[src/rtl/serlink_rx_pkg.sv]
package serlink_rx_pkg;
   typedef enum logic [1:0] {
      ST_IDLE = 2'd0,
      ST_RECV = 2'd1,
      ST_HOLD = 2'd2
   } rx_state_t;
endpackage

[src/rtl/serlink_rx_sync.sv]
module serlink_rx_sync #(
   parameter int STAGES = 2
) (
   input  logic clk,
   input  logic rst_n,
   input  logic d_async,
   output logic q_sync
);
   logic [STAGES-1:0] chain;

   generate
      genvar g;
      for (g = 0; g < STAGES; g++) begin : g_stage
         if (g == 0) begin : g_first
            always_ff @(posedge clk or negedge rst_n) begin
               if (!rst_n) chain[0] <= 1'b0;
               else        chain[0] <= d_async;
            end
         end else begin : g_next
            always_ff @(posedge clk or negedge rst_n) begin
               if (!rst_n) chain[g] <= 1'b0;
               else        chain[g] <= chain[g-1];
            end
         end
      end
   endgenerate

   assign q_sync = chain[STAGES-1];
endmodule

[src/rtl/serlink_rx_tick.sv]
module serlink_rx_tick #(
   parameter int DIV_SLOW = 4,
   parameter int DIV_FAST = 2
) (
   input  logic clk,
   input  logic rst_n,
   input  logic fast_sel,
   output logic tick
);
   localparam int MAXDIV = (DIV_SLOW > DIV_FAST) ? DIV_SLOW : DIV_FAST;
   localparam int CW     = $clog2(MAXDIV + 1);

   logic [CW-1:0] cnt;
   logic [CW-1:0] limit;

   assign limit = fast_sel ? CW'(DIV_FAST - 1) : CW'(DIV_SLOW - 1);
   assign tick  = (cnt >= limit);

   always_ff @(posedge clk or negedge rst_n) begin
      if (!rst_n)    cnt <= '0;
      else if (tick) cnt <= '0;
      else           cnt <= cnt + 1'b1;
   end

   generate
      if (DIV_FAST > 1) begin : g_fast_gap
         AST_FAST_TICK_GAP: assert property (@(posedge clk) disable iff (!rst_n)
            (fast_sel && $stable(fast_sel) && tick) |=> !tick);
      end
      if (DIV_SLOW > 1) begin : g_slow_gap
         AST_SLOW_TICK_GAP: assert property (@(posedge clk) disable iff (!rst_n)
            (!fast_sel && $stable(fast_sel) && tick) |=> !tick);
      end
   endgenerate
endmodule

[src/rtl/serlink_rx_frame.sv]
module serlink_rx_frame
   import serlink_rx_pkg::*;
#(
   parameter int OSR    = 8,
   parameter int DATA_W = 8
) (
   input  logic              clk,
   input  logic              rst_n,
   input  logic              tick,
   input  logic              line,
   output logic [DATA_W-1:0] data,
   output logic              data_vld,
   output logic              ack_pls,
   output logic              ferr_pls
);
   localparam int NBITS    = DATA_W + 3;
   localparam int STOP_IDX = DATA_W + 2;
   localparam int PH_W     = $clog2(OSR);
   localparam int BN_W     = $clog2(NBITS);
   localparam int MID      = OSR / 2 - 2;

   rx_state_t         state;
   logic [PH_W-1:0]   ph;
   logic [BN_W-1:0]   bitn;
   logic              prev;
   logic [DATA_W-1:0] shreg;
   logic              at_mid;

   assign at_mid = tick && (ph == PH_W'(MID));

   always_ff @(posedge clk or negedge rst_n) begin
      if (!rst_n) begin
         state    <= ST_IDLE;
         ph       <= '0;
         bitn     <= '0;
         prev     <= 1'b0;
         shreg    <= '0;
         data     <= '0;
         data_vld <= 1'b0;
         ack_pls  <= 1'b0;
         ferr_pls <= 1'b0;
      end else begin
         data_vld <= 1'b0;
         ack_pls  <= 1'b0;
         ferr_pls <= 1'b0;
         if (tick) begin
            case (state)
               ST_IDLE: begin
                  prev <= line;
                  if (line && !prev) begin
                     state <= ST_RECV;
                     ph    <= '0;
                     bitn  <= '0;
                  end
               end
               ST_RECV: begin
                  if (ph == PH_W'(OSR - 1)) ph <= '0;
                  else                      ph <= ph + 1'b1;
                  if (at_mid) begin
                     bitn <= bitn + 1'b1;
                     if (bitn == '0) begin
                        if (!line) begin
                           state <= ST_IDLE;
                           prev  <= 1'b0;
                        end
                     end else if (bitn == BN_W'(1)) begin
                        if (!line) begin
                           ack_pls <= 1'b1;
                           state   <= ST_IDLE;
                           prev    <= 1'b0;
                        end
                     end else if (bitn == BN_W'(STOP_IDX)) begin
                        if (!line) begin
                           data     <= shreg;
                           data_vld <= 1'b1;
                           state    <= ST_IDLE;
                           prev     <= 1'b0;
                        end else begin
                           ferr_pls <= 1'b1;
                           state    <= ST_HOLD;
                        end
                     end else begin
                        shreg <= {line, shreg[DATA_W-1:1]};
                     end
                  end
               end
               ST_HOLD: begin
                  if (!line) begin
                     state <= ST_IDLE;
                     prev  <= 1'b0;
                  end
               end
               default: state <= ST_IDLE;
            endcase
         end
      end
   end

   AST_PULSES_EXCLUSIVE: assert property (@(posedge clk) disable iff (!rst_n)
      $onehot0({data_vld, ack_pls, ferr_pls}));
   AST_VALID_SINGLE: assert property (@(posedge clk) disable iff (!rst_n)
      data_vld |=> !data_vld);
   AST_ACK_SINGLE: assert property (@(posedge clk) disable iff (!rst_n)
      ack_pls |=> !ack_pls);
   AST_BYTE_KEPT: assert property (@(posedge clk) disable iff (!rst_n)
      !$stable(data) |-> data_vld);
   AST_HOLD_SILENT: assert property (@(posedge clk) disable iff (!rst_n)
      (state == ST_HOLD) |=> (!data_vld && !ack_pls));
   AST_ERR_NEEDS_RECV: assert property (@(posedge clk) disable iff (!rst_n)
      ferr_pls |-> $past(state == ST_RECV));
endmodule

[src/rtl/serlink_rx.sv]
module serlink_rx #(
   parameter int OSR         = 8,
   parameter int DATA_W      = 8,
   parameter int SYNC_STAGES = 2,
   parameter int DIV_SLOW    = 4,
   parameter int DIV_FAST    = 2
) (
   input  logic              clk,
   input  logic              rst_n,
   input  logic              fast_rate,
   input  logic              line_in,
   output logic [DATA_W-1:0] rx_byte,
   output logic              rx_valid,
   output logic              ack_seen,
   output logic              frame_err
);
   generate
      if (OSR < 4) begin : g_bad_osr
         $error("serlink_rx: OSR must be at least 4");
      end
      if (SYNC_STAGES < 2) begin : g_bad_sync
         $error("serlink_rx: SYNC_STAGES must be at least 2");
      end
      if (DIV_SLOW < 1 || DIV_FAST < 1) begin : g_bad_div
         $error("serlink_rx: tick dividers must be at least 1");
      end
      if (DATA_W < 1) begin : g_bad_width
         $error("serlink_rx: DATA_W must be at least 1");
      end
   endgenerate

   logic line_s;
   logic tick;

   serlink_rx_sync #(.STAGES(SYNC_STAGES)) i_sync (
      .clk     (clk),
      .rst_n   (rst_n),
      .d_async (line_in),
      .q_sync  (line_s)
   );

   serlink_rx_tick #(.DIV_SLOW(DIV_SLOW), .DIV_FAST(DIV_FAST)) i_tick (
      .clk      (clk),
      .rst_n    (rst_n),
      .fast_sel (fast_rate),
      .tick     (tick)
   );

   serlink_rx_frame #(.OSR(OSR), .DATA_W(DATA_W)) i_frame (
      .clk      (clk),
      .rst_n    (rst_n),
      .tick     (tick),
      .line     (line_s),
      .data     (rx_byte),
      .data_vld (rx_valid),
      .ack_pls  (ack_seen),
      .ferr_pls (frame_err)
   );

   AST_ACK_NOT_DATA: assert property (@(posedge clk) disable iff (!rst_n)
      ack_seen |-> !rx_valid);
endmodule

[config.mk]
export PLATFORM = sky130hd
export DESIGN_NAME = serlink_rx
export DESIGN_NICKNAME = d
export VERILOG_FILES = /design/src/rtl/serlink_rx_pkg.sv /design/src/rtl/serlink_rx_sync.sv /design/src/rtl/serlink_rx_tick.sv /design/src/rtl/serlink_rx_frame.sv /design/src/rtl/serlink_rx.sv
export SDC_FILE = /design/constraint.sdc
export NUM_CORES = 1
export LEC_CHECK = 0
export ABC_AREA = 1
export BUFFER_PORTS_ARGS = -buffer_cell sky130_fd_sc_hd__buf_2
export CAP_MARGIN = 25
export CORE_UTILIZATION = 58
export DETAILED_ROUTE_END_ITERATION = 12
export PLACE_DENSITY = 0.76
export SLEW_MARGIN = 20
export SYNTH_ARGS = -nofsm -noshare
export SYNTH_HDL_FRONTEND = slang
export SYNTH_HIERARCHICAL = 1
export SYNTH_SLANG_ARGS = --single-unit
[constraint.sdc]
create_clock -name clk -period 1.8 [get_ports clk]
set_input_delay 0.09 -clock clk [delete_from_list [all_inputs] [get_ports clk]]
set_output_delay 0.09 -clock clk [all_outputs]
set_load 0.005 [all_outputs]
After elaboration in Yosys (flattened, before gate mapping)

Cells that the tools add are included.

Reductions and logical operators: 13
Equality and inequality tests: 9
Add/subtract/negate cells: 3
$mul: 0
Magnitude comparators: 1
Bitwise operators: 4
Div/mod/pow operators: 0
Muxes and demuxes: 41
Shift-type cells: 0

Operators by type and width:

| kind                | number |
|---|---|
| $mux 1              | 24 |
| $mux 2              | 8 |
| $reduce_and 4->1    | 3 |
| $mux 3              | 3 |
| $mux 4              | 2 |
| $pmux 4 s2          | 1 |
| $reduce_and 7->1    | 1 |
| $add 3x1->3 const B | 2 |
| $pmux 2 s3          | 1 |
| $pmux 3 s2          | 1 |
| $reduce_and 6->1    | 1 |
| $add 4x1->4 const B | 1 |
| $eq 4x1->1 const B  | 1 |
| $eq 4x4->1 const B  | 1 |
| $logic_not 4->1     | 1 |
| $ne 2x1->1 const B  | 2 |
| $ne 4x1->1 const B  | 1 |
| $not 1->1           | 4 |
| $eq 3x2->1 const B  | 1 |
| $eq 3x3->1 const B  | 1 |
| $ge 3x3->1          | 1 |
| $pmux 1 s3          | 1 |
| $reduce_and 3->1    | 1 |
| $reduce_bool 3->1   | 1 |
| other kinds (6)     | 7 |

Bits in latches: 0
Memories: 0
Memory bits (read-only): 0
Memory bits (writable): 0
Flip-flop bits (word level): 34
Logic and storage cells: 83
Input bits: 4

Depth between registers and ports, before layout

Gate-level depths: netlist (run 1).

Depth in word-level cells: 7
Mapped depth: 10

Cells and area by module

The synthesis (run 1) kept the hierarchy.

Modules (own cells, without submodules):

| module           | times used | area each (µm²) | cells an instance |
|---|---|---|---|
| serlink_rx_frame | 1          | 1,626.6         | 174 |
| serlink_rx_tick  | 1          | 135.1           | 13 |
| serlink_rx_sync  | 1          | 50.0            | 2 |

Worst setup path after synthesis (run 1)

OpenSTA, ideal clock, no wires.

Kind: reg-to-reg
Start: reg i_tick.cnt[1]
End: reg i_frame.shreg[1]
Clock period less this slack: 1,548 ps
Path slack: 252 ps
Library setup time: 121 ps
Data arrival time: 1,427 ps
Stages on the path, launching flop included: 10
Path through: dfrtp_1 -> ha_1 -> nand2_1 -> nand2_2 -> inv_2 -> nor2_8 -> nand2_2 -> nor2_8 -> buf_12 -> o21ai_1

Cells in the longest elaborated chain, start to end: 3

Ends and longest elaborated chain:

| what                         | RTL line               | source |
|---|---|---|
| start, declared              | serlink_rx_tick.sv:13  | `logic [CW-1:0] cnt;` |
| start signal, assigned       | serlink_rx_tick.sv:22  | `else cnt <= cnt + 1'b1;` |
| $ge 3x3->1 *                 | serlink_rx_tick.sv:17  | `assign tick = (cnt >= limit);` |
| named net tick               | serlink_rx.sv:33       | `logic tick;` |
| $logic_and 1x1->1            | serlink_rx_frame.sv:29 | `assign at_mid = tick && (ph == PH_W'(MID));` |
| $reduce_and 6->1 (no line) * | n/a                    |  |
| end signal, assigned         | serlink_rx_frame.sv:83 | `shreg <= {line, shreg[DATA_W-1:1]};` |
| end, declared                | serlink_rx_frame.sv:26 | `logic [DATA_W-1:0] shreg;` |

The timed path passes the listed nets; every way through them passes the cells marked *.
A chain may end at the register's enable or synchronous reset.

Worst setup path in the final report (run 1)

Start: reg i_tick.cnt[1]
End: reg i_frame.shreg[7]

Same word-level chain as after synthesis.

==> results of run 1 <==
## worst paths after layout
| check | startpoint | endpoint | slack, ns | cells after the start |
|---|---|---|---|---|
| min reg2reg | i_sync/chain[0]$_DFF_PN0_ | i_sync/q_sync$_DFF_PN0_ | 0.37 | 0 |
| max in group asynchronous | rst_n | i_frame/data[7]$_DFFE_PN0P_ | 1.00 | 2 |
| min | fast_rate | i_tick/cnt[0]$_DFF_PN0_ | 0.33 | 6 |
| max reg2reg | i_tick/cnt[1]$_DFF_PN0_ | i_frame/shreg[7]$_DFFE_PN0P_ | 0.12 | 9 |
| min in group asynchronous | rst_n | i_tick/cnt[2]$_DFF_PN0_ | 0.34 | 2 |
| max | i_tick/cnt[1]$_DFF_PN0_ | i_frame/shreg[7]$_DFFE_PN0P_ | 0.12 | 9 |
## placed cells by master, fill, tap and decap left out, types with 3 or more instances in the layout
cell,instances
o21ai_1,10
nand2_2,7
buf_2,14
inv_2,4
dfrtp_1,34
o21ai_2,10
inv_1,24
ha_1,13
a21oi_1,3
o21ai_0,4
nor2_1,11
buf_4,5
nand2_1,37
clkbuf_4,5
nand3_1,10
## through the flow
stage / utilization (%) / area, um2 / power (mW) / hold WS, ns / worst slack, ns
2_1_floorplan: - / 1810 / 1.97 / -0.206 / 0.252
3_3_place_gp: 66.1 / 1890 / 2.12 / 0.183 / 0.191
3_5_place_dp: 66.1 / 1890 / 2.18 / 0.198 / 0.0941
4_1_cts: 71.1 / 2030 / 2.77 / 0.251 / 0.0336
5_1_grt: 71.4 / 2040 / 2.99 / 0.329 / 0.0145
6_report: 71.4 / 2040 / 2.77 / 0.334 / 0.120
## cell type report
| class | instances | area, um2 | share of cell area [%] |
|---|---|---|---|
| multi-input combinational | 123 | 808 | 39.7 |
| sequential | 34 | 851 | 41.8 |
| clock buffer | 6 | 51.3 | 2.52 |
| clock inverter | 1 | 30.0 | 1.47 |
| timing repair buffer | 22 | 148 | 7.25 |
| tap | 31 | 38.8 | 1.90 |
| inverter | 29 | 110 | 5.41 |
## where the power goes
group          switching, mW  internal, mW  leakage, nW  total, mW
Combinational          0.735         0.399        0.611       1.13
Sequential             0.145         0.924        0.424       1.07
Clock                  0.248         0.323       0.0443      0.571
Total                   1.13          1.65         1.08       2.77
## sequential cells by signal, indices dropped and copies added, names as in the netlist
register          count
i_frame/data_vld      1
i_sync/chain          1
i_frame/data          8
i_frame/state         2
i_frame/bitn          4
i_frame/ack_pls       1
i_tick/cnt            3
i_frame/shreg         8
i_sync/q_sync         1
i_frame/ph            3
i_frame/prev          1
i_frame/ferr_pls      1
## what timing repair did
item | CTS | global route
endpoints found under the setup margin | 1 | 11
setup buffers | 4 | 1
pin swaps | 1 | 2
hold buffers | 2 | 0
hold endpoints to repair | 35 | 0
## worst max-delay path: cells and delay by family (launching register included)
kind / cells / cell delay, ns
AO/OA/AOI/OAI: 1 / 0.07
flip-flops: 1 / 0.42
buffers and inverters: 2 / 0.22
AND/OR/NAND/NOR: 5 / 0.57
adder cells (fa/ha/maj): 1 / 0.30
## cell families (layout without fill, tap and decap cells)
kind of cell / count (synthesis) / after routing / share of synthesized area [%]
AO/OA/AOI/OAI: 29 / 29 / 11.1
XOR/XNOR: 1 / 1 / 0.484
adder cells (fa/ha/maj): 13 / 13 / 8.98
buffers and inverters: 32 / 58 / 8.43
flip-flops: 34 / 34 / 47.0
AND/OR/NAND/NOR: 80 / 80 / 24.0
## per-layer routing
metal  vias up  wire (um)  global-route usage, %
met3        11        131                   7.59
met4         0         76                   8.50
li1        656          -                      -
met1       583       1360                   28.4
met5         -          0                      0
met2        23       1490                   32.7
==> reports/results.ini, run 1 <==
[die]
die_y_um = 57.9
ioPinCount = 15
rows = 19
die_area_um2 = 3350
start_util_pct = 63.5
fp.dieW_um = 57.9
core_um2 = 2850

[finish]
layout.cells.non_filler = 246
nFillCells = 222
nets = 232
diodes = 0
syn2layout_area_growth_pct = 12.4
drive_gt1_share_pct = 28.4

[synthesis]
synthTopCellsByArea = dfrtp_1 (47%), ha_1 (9.0%), nand2_1 (7.7%)
seq_area_frac_synth_pct = 47.0
synth_area_leader_cell = dfrtp_1
ys_ff_latch = 34
synthCells = 189
ys.flop_type = dfrtp_1
synth_fp_nets = 206
ys_types = 28
synth_most_common_cell = nand2_1
synthDominantCellAreaShare_pct = 47.0
synth_edf_count = 0
syn_area_um2 = 1810
syn_avg_cell_area_um2 = 9.59
yosysWarnings = 6
synthTopCellsByCount = nand2_1 (37), dfrtp_1 (34), inv_1 (24), ha_1 (13), nor2_1 (11)
synthArstFlopShare_pct = 100

[clocking]
cts_resized = 0
path_clk_slew_ns = 0.10
ctsLongestPathBuffers = 2
htree_levels = 2
cts-buffers-inserted = 5
cts_tree = yes
clk_latency_ns = 0.34
cts_sinks = 34
cts_root_buf = clkbuf_4

[power_and_ir_drop]
vdd_drop_max_mv = 0.799
p_leak_nw = 1.08
power.density_cell_area_nw_per_um2 = 1360

[critical_path]
path_class = reg2reg
startpoint_type = flop
max_stage_delay_ns = 0.42
worst_setup_path_end_kind = flop
cp.required_ns = 2.02
slowest_stage = dfrtp_1
worstPathMaxFanout = 7
crit_chain = ha_1 > nand2_1 > nand2_2 > inv_2 > nor2_8 > nand2_2 > nor2_8 > buf_4 > o21ai_1
cp.arrival_ns = 1.90

[grt]
grt_pass1_vias = 1190
track_usage_pct = 21.5
grt_start_max_net_pins = 35
overflow = 0
grt_pass1_wl_um = 5280
antenna_found_initial = 0

[drt]
antenna_left = 0
num_vias = 1273
firstDrtPassIters = 4
vias_per_cell = 5.17
wirelength_um = 3060
drc = 0
wire_per_inst_um = 12.4
drt_iter0_markers = 88

[timing]
relSlewSlack_pct = 51.2
hold_viol = 0
max_freq_mhz = 595
setup_viol = 0
fin_skew_ns = 0.00369
fin_crit_sh_pct = 93.3
final.min_clock_period_ns = 1.68
rsz0062_at_grt = no
slew_viol_final = 0
worst_slew_pin_slew_ns = 0.733
setup_tns_ns = 0

[placement]
portBuffers = 14
gp_congestion = 0.872
dp.cells = 232
hpwl_um = 2220

[job]
cap_violations = 0

[run_status]
status = finished, final reports clean

[min_path]
hp-class = in2reg

Power figures use the tool's default switching activity.
==> inputs of run 2 (changes only) <==
==> constraint.sdc (replaced) <==
create_clock -name clk -period 1.84 [get_ports clk]
set_input_delay 0.092 -clock clk [delete_from_list [all_inputs] [get_ports clk]]
set_output_delay 0.092 -clock clk [all_outputs]
set_load 0.005 [all_outputs]
==> run 2 against run 1 <==
First-iteration DRC count fell by 44%. Combinational power about the same. Fmax is 2.0% lower. Sequential share of layout area up 0.76 points. Routed wire length fell by 1.9%. Critical path depth shrank 1. Clock power decreased by 3.9%. Setup slack improved by 0.0051 ns. Sequential power barely moved. Clock skew up 0.0051 ns. Count of clock-buffer cells in the layout did not move. Power shrank 2.6%. Largest power group unchanged.
==> reports/results.ini, run 2 (synthesis results as in run 1) <==
[run_status]
status = finished, final reports clean

[placement]
hpwl_um = 2180  ; -1.6%
dp_slack_ns = 0.150  ; +0.0558 ns
portBuffers = 14  ; unchanged
gp_congestion = 0.854  ; -2.1%
dpl_cell_area_um2 = 1890  ; unchanged

[clocking]
ctsLongestPathBuffers = 2  ; unchanged
path_clk_slew_ns = 0.09  ; about the same
cts_tree = yes
cts_setup_buffers = 0  ; -4
cts_sinks = 34  ; unchanged
cts_root_buf = clkbuf_4
cts-buffers-inserted = 5  ; unchanged
htree_levels = 2  ; unchanged
clk_latency_ns = 0.33  ; about the same

[critical_path]
path_class = reg2reg
cp.arrival_ns = 1.93  ; +0.03 ns
rr_endpoint = i_frame/shreg[5]$_DFFE_PN0P_
worstRegToRegCells = 8  ; -1
worst_setup_path_end_kind = flop
reg2reg_from = i_tick/cnt[1]$_DFF_PN0_
regToRegSetupSlack_ns = 0.13  ; about the same
startpoint_type = flop
cp.required_ns = 2.06  ; +0.04 ns
worstPathMaxFanout = 8  ; +1

[drt]
wire_per_inst_um = 12.4  ; -0.31%
highest_layer = met4
wl_met3_um = 103  ; -21%
drt_iter0_markers = 49  ; -44%
firstDrtPassIters = 4  ; unchanged
antenna_left = 0  ; unchanged
drc = 0  ; unchanged
num_vias = 1261  ; -0.94%
met1Wirelength_um = 1430  ; +5.0%
vias_per_cell = 5.21  ; +0.69%
wirelength_um = 3000  ; -1.9%
wl_met2_um = 1420  ; -4.6%

[timing]
slew_viol_final = 0  ; unchanged
fin_ws_ns = 0.125  ; +0.00514 ns
final.min_clock_period_ns = 1.71  ; +0.0349 ns
setup_tns_ns = 0  ; unchanged
rsz0062_at_grt = no
fin_skew_ns = 0.00883  ; +0.00515 ns
worst_slew_pin_slew_ns = 0.727  ; -0.00572 ns
fin_crit_sh_pct = 93.2  ; -0.13 points
hold_viol = 0  ; unchanged
setup_viol = 0  ; unchanged
relSlewSlack_pct = 51.5  ; +0.38 points
max_freq_mhz = 583  ; -2.0%

[grt]
antenna_found_initial = 0  ; unchanged
grt_start_max_net_pins = 35  ; unchanged
grt_pass1_wl_um = 5180  ; -1.8%
track_usage_pct = 20.4  ; -1.1 points
overflow = 0  ; unchanged
grt_pass1_vias = 1200  ; +0.84%

[min_path]
hold_end = i_tick/cnt[1]$_DFF_PN0_
hp-start = fast_rate
hp-class = in2reg
whs_path_depth = 5  ; -1

[finish]
final_core_util_pct = 70.1  ; -1.3 points
drive_gt1_share_pct = 27.5  ; -0.88 points
reg_top3 = i_frame/data: 8 flops, i_frame/shreg: 8 flops, i_frame/bitn: 4 flops
syn2layout_area_growth_pct = 10.4
diodes = 0  ; unchanged
nFillCells = 239  ; +7.7%
final_cell_mix = nand2_1 (37), dfrtp_1 (34), inv_1 (24)
nets = 228  ; -1.7%
area.sequential_um2 = 851  ; unchanged
final_common_cell = nand2_1
design_area_um2 = 2000  ; -1.8%
multi_input_area_um2 = 822  ; +1.7%

[die]
start_util_pct = 63.5  ; unchanged
core_um2 = 2850  ; unchanged
die_y_um = 57.9  ; unchanged
ioPinCount = 15  ; unchanged
rows = 19  ; unchanged
die_area_um2 = 3350  ; unchanged
fp.dieW_um = 57.9  ; unchanged

[power_and_ir_drop]
power.density_cell_area_nw_per_um2 = 1350  ; -0.83%
vdd_drop_max_mv = 0.795  ; -0.50%
p_total_mw = 2.70  ; -2.6%
p_leak_nw = 1.05  ; -2.7%

[job]
cap_violations = 0  ; unchanged

==> run 2: final cells by class <==
type	instances	share of cell area, %
Clock inverter	1	1.50
Tap cell	31	1.94
Timing Repair Buffer	17	4.88
Multi-Input combinational cell	124	41.1
Inverter	29	5.50
Clock buffer	6	2.56
Sequential cell	34	42.5
==> run 2: how the worst max path moves through the flow <==
| stage | startpoint | endpoint | slack [ns] |
|---|---|---|---|
| 2_1_floorplan | i_tick/cnt[1]$_DFF_PN0_ | i_frame/shreg[1]$_DFFE_PN0P_ | 0.29 |
| 3_3_place_gp | i_tick/cnt[1]$_DFF_PN0_ | i_frame/shreg[7]$_DFFE_PN0P_ | 0.20 |
| 3_5_place_dp | i_tick/cnt[1]$_DFF_PN0_ | i_frame/shreg[2]$_DFFE_PN0P_ | 0.15 |
| 4_1_cts | i_tick/cnt[1]$_DFF_PN0_ | i_frame/shreg[2]$_DFFE_PN0P_ | 0.14 |
| 5_1_grt | i_tick/cnt[1]$_DFF_PN0_ | i_frame/shreg[3]$_DFFE_PN0P_ | 0.02 |
| 6_report | i_tick/cnt[1]$_DFF_PN0_ | i_frame/shreg[5]$_DFFE_PN0P_ | 0.13 |
==> run 2: critical path, stage by stage (launching register included) <==
cell     delay [ns]
dfrtp_1        0.40
ha_1           0.28
nand2_1        0.07
nand2_2        0.14
inv_2          0.10
nor2_8         0.14
nand2_2        0.14
nor2_4         0.25
o21ai_1        0.09
==> run 2: metrics by stage <==
| stage | instances | hold WS (ns) |
|---|---|---|
| after CTS | 241 | 0.217 |
| after global routing | 242 | 0.257 |
| after detailed placement | 232 | 0.195 |
| after floorplan | 189 | -0.204 |
| after global placement | 232 | 0.188 |
| final | 242 | 0.235 |
==> run 2: what timing repair did <==
action	4_1_cts	5_1_grt
gates resized for setup	0	1
hold endpoints to repair	35	0
endpoints found under the setup margin	0	2
hold buffers	2	0
==> run 2: routing by layer <==
layer / vias to the layer above / track usage [%]
li1: 641 / -
met1: 593 / 26.8
met2: 20 / 32.7
met3: 7 / 6.03
met4: 0 / 6.46
met5: - / 0
==> run 2: power breakdown <==
part / leakage [nW] / internal, mW / switching [mW]
registers: 0.424 / 0.904 / 0.139
clock network: 0.0443 / 0.316 / 0.232
logic: 0.581 / 0.372 / 0.737
==> inputs of run 3 (changes only) <==
--- a/config.mk
+++ b/config.mk
@@ -11,6 +11,7 @@
 export CORE_UTILIZATION = 58
 export DETAILED_ROUTE_END_ITERATION = 12
 export PLACE_DENSITY = 0.76
+export SETUP_SLACK_MARGIN = 0.15
 export SLEW_MARGIN = 20
 export SYNTH_ARGS = -nofsm -noshare
 export SYNTH_HDL_FRONTEND = slang
==> constraint.sdc (replaced) <==
create_clock -name clk -period 1.6 [get_ports clk]
set_input_delay 0.08 -clock clk [delete_from_list [all_inputs] [get_ports clk]]
set_output_delay 0.08 -clock clk [all_outputs]
set_load 0.005 [all_outputs]
==> run 3 against run 2 <==
The flow now finishes with violations (design-rule violations). Clock skew rose by 0.0024 ns. Power increased by 34%. Cell count rose by 4.5%. Routed wire length increased by 33%. First-iteration DRC count increased by 12%. Cell area grew 11%. Non-clock buffer count increased by 9. Combinational power is 57% higher. Global-route usage is 6.3 points higher. Register-to-register slack worse by 0.07 ns. Flip-flop and latch count unchanged. Critical path type unchanged. Largest power group unchanged.
==> reports/results.ini, run 3 (synthesis results as in run 1) <==
[drt]
num_vias = 1421  ; +13%
met1Wirelength_um = 1560  ; +9.5%
vias_per_cell = 5.62  ; +7.8%
firstDrtPassIters = 8  ; +4
wl_met3_um = 212  ; +110%
wire_per_inst_um = 15.7  ; +27%
drt_iter0_markers = 55  ; +12%
drc = 3  ; +3
wirelength_um = 3980  ; +33%
antenna_left = 0  ; unchanged
highest_layer = met4
wl_met2_um = 2070  ; +46%

[finish]
design_area_um2 = 2230  ; +11%
nFillCells = 177  ; -26%
drive_gt1_share_pct = 40.5  ; +13 points
syn2layout_area_growth_pct = 23.1
layout.cells.non_filler = 253  ; +4.5%
final_common_cell = dfrtp_1
diodes = 0  ; unchanged
reg_top3 = i_frame/data: 8 flops, i_frame/shreg: 8 flops, i_frame/bitn: 4 flops
final_cell_mix = dfrtp_1 (33), nand2_1 (31), inv_1 (23)
nets = 239  ; +4.8%
area.sequential_um2 = 852  ; +0.15%
multi_input_area_um2 = 972  ; +18%

[job]
cap_violations = 0  ; unchanged

[run_status]
violations = design-rule violations
status = finished with violations

[critical_path]
worstPathMaxFanout = 5  ; -3
cp-startpoint = i_frame/bitn[0]$_DFFE_PN0P_
startpoint_type = flop
cp.required_ns = 1.83  ; -0.23 ns
reg2reg_from = i_frame/bitn[0]$_DFFE_PN0P_
path_class = reg2reg
cp.arrival_ns = 1.78  ; -0.15 ns
rr_endpoint = i_frame/data[7]$_DFFE_PN0P_
cp-endpoint = i_frame/data[7]$_DFFE_PN0P_
worstRegToRegCells = 7  ; -1
regToRegSetupSlack_ns = 0.05  ; -0.07 ns
worst_setup_path_end_kind = flop

[clocking]
cts_tree = yes
clk_latency_ns = 0.34  ; about the same
path_clk_slew_ns = 0.10  ; about the same
cts_sinks = 34  ; unchanged
cts_root_buf = clkbuf_4
ctsLongestPathBuffers = 2  ; unchanged
cts-buffers-inserted = 5  ; unchanged
htree_levels = 2  ; unchanged

[timing]
fin_skew_ns = 0.0112  ; +0.00238 ns
setup_tns_ns = 0  ; unchanged
slew_viol_final = 0  ; unchanged
relSlewSlack_pct = 50.9  ; -0.66 points
final.min_clock_period_ns = 1.55  ; -0.167 ns
fin_crit_sh_pct = 96.7  ; +3.5 points
setup_viol = 0  ; unchanged
hold_viol = 0  ; unchanged
rsz0062_at_grt = yes
worst_slew_pin_slew_ns = 0.737  ; +0.00992 ns
max_freq_mhz = 646  ; +11%

[placement]
dp.cells = 234  ; +0.86%
dpl_cell_area_um2 = 1910  ; +1.2%
portBuffers = 14  ; unchanged
gp_congestion = 0.809  ; -5.3%
hpwl_um = 2190  ; +0.31%

[power_and_ir_drop]
p_switching_mw = 1.59  ; +43%
clockPowerShare_pct = 18.1  ; -2.2 points
intPower_mw = 2.02  ; +27%
pwr-share-seq_pct = 33.8  ; -4.8 points
swShare_pct = 44.0  ; +3.0 points
vdd_drop_max_mv = 1.09  ; +37%
power.density_cell_area_nw_per_um2 = 1620  ; +20%
p_comb_share_pct = 48.1  ; +7.0 points
p_leak_nw = 1.12  ; +6.9%

[grt]
grt_pass1_vias = 1398  ; +17%
overflow = 0  ; unchanged
grt_start_max_net_pins = 35  ; unchanged
grt_pass1_wl_um = 6560  ; +27%
track_usage_pct = 26.7  ; +6.3 points
antenna_found_initial = 0  ; unchanged

[die]
ioPinCount = 15  ; unchanged
rows = 19  ; unchanged
fp.dieW_um = 57.9  ; unchanged
start_util_pct = 63.5  ; unchanged
core_um2 = 2850  ; unchanged
die_area_um2 = 3350  ; unchanged
die_y_um = 57.9  ; unchanged

[min_path]
hp-class = in2reg

[run 3: changes by cell type in the layout (fill, tap and decap cells not counted), sizes merged]
cell	change
nand3	+2
buf	+9
[run 3: power groups by stage]
stage / Sequential, mW / Clock (mW) / Combinational [mW]
6_report: 1.22 / 0.651 / 1.74
2_1_floorplan: 1.18 / 0 / 1.05
3_5_place_dp: 1.22 / 0 / 1.29
3_3_place_gp: 1.20 / 0 / 1.24
4_1_cts: 1.20 / 0.660 / 1.47
5_1_grt: 1.25 / 0.695 / 1.92
[run 3: area by class of cell]
| type | instances | area share [%] |
|---|---|---|
| inverter | 29 | 5.22 |
| tap | 31 | 1.74 |
| multi-input combinational | 126 | 43.6 |
| timing repair buffer | 26 | 7.58 |
| clock inverter | 1 | 1.35 |
| sequential | 34 | 38.2 |
| clock buffer | 6 | 2.30 |
[run 3: how the worst min path moves through the flow]
stage	from	end	slack, ns	cells past startpoint
finish	fast_rate	i_tick/cnt[2]$_DFF_PN0_	0.31	6
global route	fast_rate	i_tick/cnt[0]$_DFF_PN0_	0.32	6
CTS	fast_rate	i_tick/cnt[0]$_DFF_PN0_	0.29	6
detailed placement	rst_n	i_frame/ph[1]$_DFFE_PN0P_	0.18	1
global placement	rst_n	i_frame/ph[0]$_DFFE_PN0P_	0.17	1
floorplan	rst_n	i_frame/ack_pls$_DFF_PN0_	-0.22	0
[run 3: metrics by stage]
stage                     power, mW  setup slack [ns]  hold slack, ns  utilization (%)
final                          3.61            0.0524           0.315             78.2
after global placement         2.44            0.0624           0.173             66.9
after CTS                      3.33            0.0456           0.287             74.3
after floorplan                2.23            0.0888          -0.216                -
after global routing           3.86           -0.0421           0.324             78.2
after detailed placement       2.51           -0.0144           0.179             66.9
[run 3: timing repair]
action,CTS,global route
endpoints found under the hold margin,35,0
pin swaps,6,8
buffers inserted,4,3
resized for setup,12,22
cloned,3,0
endpoints found under the setup margin,23,29
hold buffers,2,0
[run 3: metal layers]
| metal | global-route usage (%) | vias to the layer above |
|---|---|---|
| met3 | 7.14 | 13 |
| met5 | 0 | - |
| met2 | 45.8 | 48 |
| li1 | - | 669 |
| met4 | 10.9 | 0 |
| met1 | 31.9 | 691 |
[run 3: critical path, stage by stage, from the launching register on]
cell and delay, ns:
dfrtp_1 0.43, inv_2 0.11, ha_2 0.21, nand3_4 0.13, nor2_4 0.24, nand3_4 0.16
nand2_1 0.10, o21ai_2 0.05
